==> config.mk <==
export PLATFORM = sky130hd
export DESIGN_NAME = opnd_addr_unit
export DESIGN_NICKNAME = d
export VERILOG_FILES = /design/src/rtl/oau_pkg.sv /design/src/rtl/oau_regfile.sv /design/src/rtl/oau_ctrl.sv /design/src/rtl/oau_datapath.sv /design/src/rtl/opnd_addr_unit.sv
export SDC_FILE = /design/constraint.sdc
export NUM_CORES = 1
export LEC_CHECK = 0
export CORE_ASPECT_RATIO = 0.6
export CORE_MARGIN = 2
export CORE_UTILIZATION = 35
export DETAILED_ROUTE_END_ITERATION = 10
export PLACE_DENSITY = 0.52
export RECOVER_POWER = 25
export SLEW_MARGIN = 10
export SYNTH_ARGS = -nofsm -noshare
export SYNTH_HDL_FRONTEND = slang
export SYNTH_SLANG_ARGS = --single-unit
==> constraint.sdc <==
create_clock -name clk -period 16.3 [get_ports clk]
set_clock_uncertainty 0.15 [all_clocks]
set_input_delay 3.26 -clock clk [delete_from_list [all_inputs] [get_ports clk]]
set_output_delay 3.26 -clock clk [all_outputs]
set_load 0.01 [all_outputs]
==> src/rtl/oau_pkg.sv <==
package oau_pkg;
  localparam logic [2:0] MODE_REG = 3'd0;
  localparam logic [2:0] MODE_IDX = 3'd1;
  localparam logic [2:0] MODE_BIX = 3'd2;
  localparam logic [2:0] MODE_IMM = 3'd3;
  localparam logic [2:0] MODE_INC = 3'd4;
  localparam logic [2:0] MODE_DEC = 3'd5;

  typedef struct packed {
    logic accept;
    logic useIdx;
    logic useOff;
    logic immSel;
    logic regSel;
    logic preDec;
    logic postInc;
    logic illegal;
  } oauStrobes_t;
endpackage

==> src/rtl/oau_regfile.sv <==
module oau_regfile #(
  parameter int DW   = 32,
  parameter int NREG = 8,
  parameter int IDXW = $clog2(NREG)
) (
  input  logic            clk,
  input  logic            rst,
  input  logic [IDXW-1:0] rdIdxA,
  input  logic [IDXW-1:0] rdIdxB,
  output logic [DW-1:0]   rdValA,
  output logic [DW-1:0]   rdValB,
  input  logic            updEn,
  input  logic [IDXW-1:0] updIdx,
  input  logic [DW-1:0]   updVal,
  input  logic            extEn,
  input  logic [IDXW-1:0] extIdx,
  input  logic [DW-1:0]   extVal
);
  logic [DW-1:0] regs [NREG];

  for (genvar i = 0; i < NREG; i++) begin : gReg
    always_ff @(posedge clk) begin
      if (rst) regs[i] <= '0;
      else if (updEn && updIdx == IDXW'(i)) regs[i] <= updVal;
      else if (extEn && extIdx == IDXW'(i)) regs[i] <= extVal;
    end
  end

  assign rdValA = regs[rdIdxA];
  assign rdValB = regs[rdIdxB];
endmodule

==> src/rtl/oau_ctrl.sv <==
module oau_ctrl
  import oau_pkg::*;
(
  input  logic        clk,
  input  logic        rst,
  input  logic        inValid,
  output logic        inReady,
  input  logic [2:0]  inMode,
  input  logic        outReady,
  output logic        outValid,
  output oauStrobes_t strb
);
  logic validQ;
  logic accept;

  assign inReady  = !validQ || outReady;
  assign accept   = inValid && inReady;
  assign outValid = validQ;

  always_ff @(posedge clk) begin
    if (rst)           validQ <= 1'b0;
    else if (accept)   validQ <= 1'b1;
    else if (outReady) validQ <= 1'b0;
  end

  always_comb begin
    strb        = '0;
    strb.accept = accept;
    case (inMode)
      MODE_REG: strb.regSel  = 1'b1;
      MODE_IDX: strb.useOff  = 1'b1;
      MODE_BIX: begin
        strb.useOff = 1'b1;
        strb.useIdx = 1'b1;
      end
      MODE_IMM: strb.immSel  = 1'b1;
      MODE_INC: strb.postInc = 1'b1;
      MODE_DEC: strb.preDec  = 1'b1;
      default:  strb.illegal = 1'b1;
    endcase
  end
endmodule

==> src/rtl/oau_datapath.sv <==
module oau_datapath
  import oau_pkg::*;
#(
  parameter int DW   = 32,
  parameter int OFFW = 16,
  parameter int IDXW = 3
) (
  input  logic            clk,
  input  logic            rst,
  input  oauStrobes_t     strb,
  input  logic            word,
  input  logic [IDXW-1:0] riIdx,
  input  logic [DW-1:0]   riVal,
  input  logic [DW-1:0]   rjVal,
  input  logic [OFFW-1:0] offset,
  output logic            wbEn,
  output logic [DW-1:0]   wbVal,
  output logic [DW-1:0]   outAddr,
  output logic            outImm,
  output logic            outRegDir,
  output logic            outIllegal,
  output logic            outUpdEn,
  output logic [IDXW-1:0] outUpdIdx,
  output logic [DW-1:0]   outUpdVal
);
  localparam int WORD_BYTES = 4;

  logic [DW-1:0] step, sext, sum, incVal, decVal, nextAddr;
  logic          autoMode;

  assign step     = word ? DW'(WORD_BYTES) : DW'(1);
  assign sext     = {{(DW-OFFW){offset[OFFW-1]}}, offset};
  assign sum      = riVal + (strb.useIdx ? rjVal : '0) + (strb.useOff ? sext : '0);
  assign incVal   = riVal + step;
  assign decVal   = riVal - step;
  assign autoMode = strb.preDec || strb.postInc;

  always_comb begin
    if (strb.illegal)      nextAddr = '0;
    else if (strb.immSel)  nextAddr = sext;
    else if (strb.regSel)  nextAddr = riVal;
    else if (strb.preDec)  nextAddr = decVal;
    else if (strb.postInc) nextAddr = riVal;
    else                   nextAddr = sum;
  end

  assign wbEn  = strb.accept && autoMode;
  assign wbVal = strb.preDec ? decVal : incVal;

  always_ff @(posedge clk) begin
    if (rst) begin
      outAddr    <= '0;
      outImm     <= 1'b0;
      outRegDir  <= 1'b0;
      outIllegal <= 1'b0;
      outUpdEn   <= 1'b0;
      outUpdIdx  <= '0;
      outUpdVal  <= '0;
    end else if (strb.accept) begin
      outAddr    <= nextAddr;
      outImm     <= strb.immSel;
      outRegDir  <= strb.regSel;
      outIllegal <= strb.illegal;
      outUpdEn   <= autoMode;
      outUpdIdx  <= riIdx;
      outUpdVal  <= autoMode ? wbVal : '0;
    end
  end
endmodule

==> src/rtl/opnd_addr_unit.sv <==
module opnd_addr_unit
  import oau_pkg::*;
#(
  parameter int DW   = 32,
  parameter int NREG = 8,
  parameter int OFFW = 16,
  parameter int IDXW = $clog2(NREG)
) (
  input  logic            clk,
  input  logic            rst,
  input  logic            inValid,
  output logic            inReady,
  input  logic [2:0]      inMode,
  input  logic            inWord,
  input  logic [IDXW-1:0] inRi,
  input  logic [IDXW-1:0] inRj,
  input  logic [OFFW-1:0] inOffset,
  input  logic            wrEn,
  input  logic [IDXW-1:0] wrIdx,
  input  logic [DW-1:0]   wrData,
  output logic            outValid,
  input  logic            outReady,
  output logic [DW-1:0]   outAddr,
  output logic            outImm,
  output logic            outRegDir,
  output logic            outIllegal,
  output logic            outUpdEn,
  output logic [IDXW-1:0] outUpdIdx,
  output logic [DW-1:0]   outUpdVal
);
  oauStrobes_t   strb;
  logic [DW-1:0] riVal, rjVal, wbVal;
  logic          wbEn;

  oau_ctrl u_ctrl (
    .clk(clk), .rst(rst), .inValid(inValid), .inReady(inReady),
    .inMode(inMode), .outReady(outReady), .outValid(outValid), .strb(strb)
  );

  oau_regfile #(.DW(DW), .NREG(NREG), .IDXW(IDXW)) u_regs (
    .clk(clk), .rst(rst), .rdIdxA(inRi), .rdIdxB(inRj),
    .rdValA(riVal), .rdValB(rjVal),
    .updEn(wbEn), .updIdx(inRi), .updVal(wbVal),
    .extEn(wrEn), .extIdx(wrIdx), .extVal(wrData)
  );

  oau_datapath #(.DW(DW), .OFFW(OFFW), .IDXW(IDXW)) u_dp (
    .clk(clk), .rst(rst), .strb(strb), .word(inWord), .riIdx(inRi),
    .riVal(riVal), .rjVal(rjVal), .offset(inOffset),
    .wbEn(wbEn), .wbVal(wbVal),
    .outAddr(outAddr), .outImm(outImm), .outRegDir(outRegDir),
    .outIllegal(outIllegal), .outUpdEn(outUpdEn),
    .outUpdIdx(outUpdIdx), .outUpdVal(outUpdVal)
  );
endmodule

==> impl_metrics.tcl <==
set metrics [dict create \
    powerDensity_nw_per_um2 92.5 \
    drc 0 \
    portBuffers 138 \
    ys.flop_type "edfxtp_1" \
    intPower_mw 1.61 \
    tns_ns 0 \
    end_kind "flip-flop" \
    tightest_slew_ns 3.16 \
    row_count 71 \
    pin_count 139 \
    finalSetupViolCount 0 \
    cts.clk_slew.worst_paths_ns 0.06 \
    period_share_pct 62.8 \
    grt_pass1_wl_um 131000 \
    routed_wl_um 91400 \
    grt_setup_unrepaired "no" \
    drt_first_pass_iters 6 \
    synthDominantCellAreaShare_pct 34.3 \
    grt_max_degree 53 \
    gp_congestion 0.976 \
    synth.net_count 2138 \
    synth_edf_count 256 \
    die-area_um2 66100 \
    drive_gt1_share_pct 14.6 \
    cts_max_level 2 \
    hold_viol 0 \
    clk_latency_ns 0.58 \
    grt_use_total_pct 27.2 \
    period_minus_slack_ns 10.23 \
    cts_resized 0 \
    max_stage_delay_ns 0.93 \
    path_buf_inv 5 \
    synth_seq_cells 328 \
    critical-path-slowest-cell "clkinv_1" \
    synth_cells 2004 \
    start_util_pct 35.6 \
    antennaDiodeCount 0 \
    hp-start "u_dp.outUpdVal[0]" \
    vias_per_cell 6.52 \
    peakVddDrop_mv 0.0620 \
    power.total_mw 2.38 \
    hp-class "reg2reg" \
    crit_family "buffers and inverters" \
    sw_frac_of_total_pct 32.2 \
    yosysMostFrequentCell "a22o_1" \
    p_leak_nw 9.66 \
    placedInstanceArea_um2 24600 \
    wl_per_cell_um 31.3 \
    cts.sinks 328 \
    worstSetupStartpointType "input port" \
    p_switching_mw 0.764 \
    path_max_fanout 22 \
    worstPathRequired_ns 16.59 \
    max_freq_mhz 97.7 \
    r2r.worst_path.cells 17 \
    postLayoutCellArea_um2 25700 \
    ant_nets 0 \
    worst_r2r_startpoint "u_regs.regs[7][1]" \
    power.share.clock_pct 35.9 \
    drt_iter0_markers 3154 \
    holdPathEnd "u_dp.outUpdVal[0]" \
    dpl.hpwl_um 60700 \
    path_class "in2reg" \
    async_flop_share_pct 0 \
    root_buffer "clkbuf_16" \
    p_seq_share_pct 41.0 \
    die_y_um 200 \
    synth_common_cells "277 x a22o_1, 256 x edfxtp_1, 180 x nand2_1" \
    n_fill_cell 5962 \
    syn_avg_cell_area_um2 11.2 \
    cts_buffer_depth 3 \
    antenna_found_initial 0 \
    die_x_um 331 \
    status "finished with violations" \
    slew_headroom_pct -110 \
    drv_slew 172 \
    grt_overflow 0 \
    vias 19100 \
    cts_setup_buffers 0 \
    cts_tree "yes" \
    whs_path_depth 2 \
    nNetsFinal 2191 \
    synth.largest_area_cell "edfxtp_1" \
    cts_inserted_buffers 36 \
    violations "capacitance limit, slew limit" \
    maxCapViolCount 6 \
    netlist_top_cells_area "edfxtp_1 34%, a22o_1 11%, mux4_2 10%, dfxtp_1 6.4%, nand2_1 3.0%" \
    reg2reg_slack_ns 10.74 \
    reg2reg_to "u_dp.outAddr[27]" \
    post_synth_num_cell_types 96 \
    yosysSeqAreaShare_pct 40.7 \
    syn_area_um2 22400 \
    floorplan.core_area_um2 63000 \
    area_delta_synth_final_pct 14.7 \
    arrival_ns 10.53 \
    grt_pass1_vias 18300 \
    pwr-share-comb_pct 23.1 \
    crit_chain "dlygate4sd3_1, clkbuf_1, clkinv_1, nand2_1, nor2_1, clkbuf_1, nand2_1, fa_1, inv_1, ha_1, fa_1, a211oi_1, o31ai_1, o311ai_1, a2111oi_0, o41ai_1, xor2_1, o211ai_1, a21o_1, o311a_1" \
    ctsHoldBuffers 0 \
    yosys_warnings 0 \
]
## through the flow
| step | util (%) | cells | setup slack, ns | hold slack, ns |
|---|---|---|---|---|
| global route | 40.8 | 2924 | 5.73 | 0.334 |
| CTS | 40.9 | 2924 | 7.50 | 0.304 |
| global placement | 39.0 | 2858 | 7.00 | 0.290 |
| detailed placement | 39.0 | 2858 | 6.93 | 0.295 |
| finish | 40.8 | 2924 | 6.07 | 0.296 |
| floorplan | - | 2004 | 7.57 | 0.326 |
## power groups by stage
stage	Combinational, mW	Sequential (mW)	Clock [mW]
3_5_place_dp	0.540	0.990	0
6_report	0.549	0.974	0.853
3_3_place_gp	0.539	0.989	0
4_1_cts	0.543	0.972	0.863
5_1_grt	0.583	0.977	0.894
2_1_floorplan	0.342	0.984	0
## state kept, by name (all words and copies together) (netlist names)
signal           cells
u_regs.regs        256
u_dp.outAddr        32
u_dp.outUpdVal      32
u_dp.outUpdIdx       3
u_ctrl.outValid      1
u_dp.outIllegal      1
u_dp.outImm          1
u_dp.outRegDir       1
u_dp.outUpdEn        1
## tightest hold or removal path, delay by kind of cell, from the launching register on
kind	cells	cell delay [ns]
flops	1	0.30
simple gates	1	0.05
compound gates	1	0.05
## cell usage in the layout (no fill, tap or decap), types with 11 or more instances in the layout
master | netlist | routed
inv_1 | 51 | 51
a211oi_1 | 15 | 15
o21ai_0 | 65 | 65
dlygate4sd3_1 | 0 | 74
ha_1 | 53 | 53
nand2_1 | 180 | 179
nand3_1 | 34 | 34
mux2i_1 | 67 | 67
fa_1 | 15 | 15
xnor2_2 | 11 | 11
a22oi_1 | 20 | 20
clkdlybuf4s50_1 | 0 | 57
edfxtp_1 | 256 | 256
nor3_2 | 5 | 11
nor2_1 | 94 | 89
nor3_1 | 36 | 30
mux2_2 | 23 | 23
clkbuf_16 | 0 | 37
a22o_1 | 277 | 277
buf_4 | 12 | 54
xor2_1 | 24 | 24
a21o_1 | 16 | 16
o21bai_1 | 17 | 17
clkbuf_1 | 103 | 13
dfxtp_1 | 72 | 72
a21oi_1 | 90 | 90
xnor2_1 | 48 | 48
mux4_2 | 103 | 103
a31oi_1 | 14 | 14
## worst max path at each step
stage	start	end	slack [ns]	cells past startpoint
CTS	inMode[2]	u_dp.outAddr[27]	7.50	16
floorplan	inRi[0]	u_dp.outAddr[27]	7.57	21
finish	inMode[2]	u_dp.outAddr[27]	6.07	20
global placement	inRi[2]	u_dp.outAddr[27]	7.00	18
global route	inMode[2]	u_dp.outAddr[27]	5.73	20
detailed placement	inMode[2]	u_dp.outAddr[27]	6.93	16
## cell families after synthesis
| family | synth area share (%) |
|---|---|
| buffers and inverters | 4.60 |
| XOR/XNOR | 3.61 |
| flip-flops | 40.7 |
| AO/OA/AOI/OAI | 21.8 |
| multiplexers | 15.5 |
| adder cells (fa/ha/maj) | 4.39 |
| AND/OR/NAND/NOR | 9.36 |
## layout make-up
class                      instances  area [um^2]  share of cell area (%)
multi-input combinational       1436        12300                    48.0
sequential                       328         9130                    35.5
timing repair buffer             199         1770                    6.90
tap                              839         1050                    4.09
clock buffer                      40          937                    3.65
clock inverter                    26          251                   0.979
inverter                          56          210                   0.818
## layer usage
layer  routed length (um)  up-vias  track usage [%]
met1                40900     9737             40.7
li1                     -     7992                -
met3                 9330      155             4.67
met2                38600     1189             40.3
met4                 2500        0             7.56
met5                    0        -                0
No activity file was read; power rests on OpenSTA's default activity.
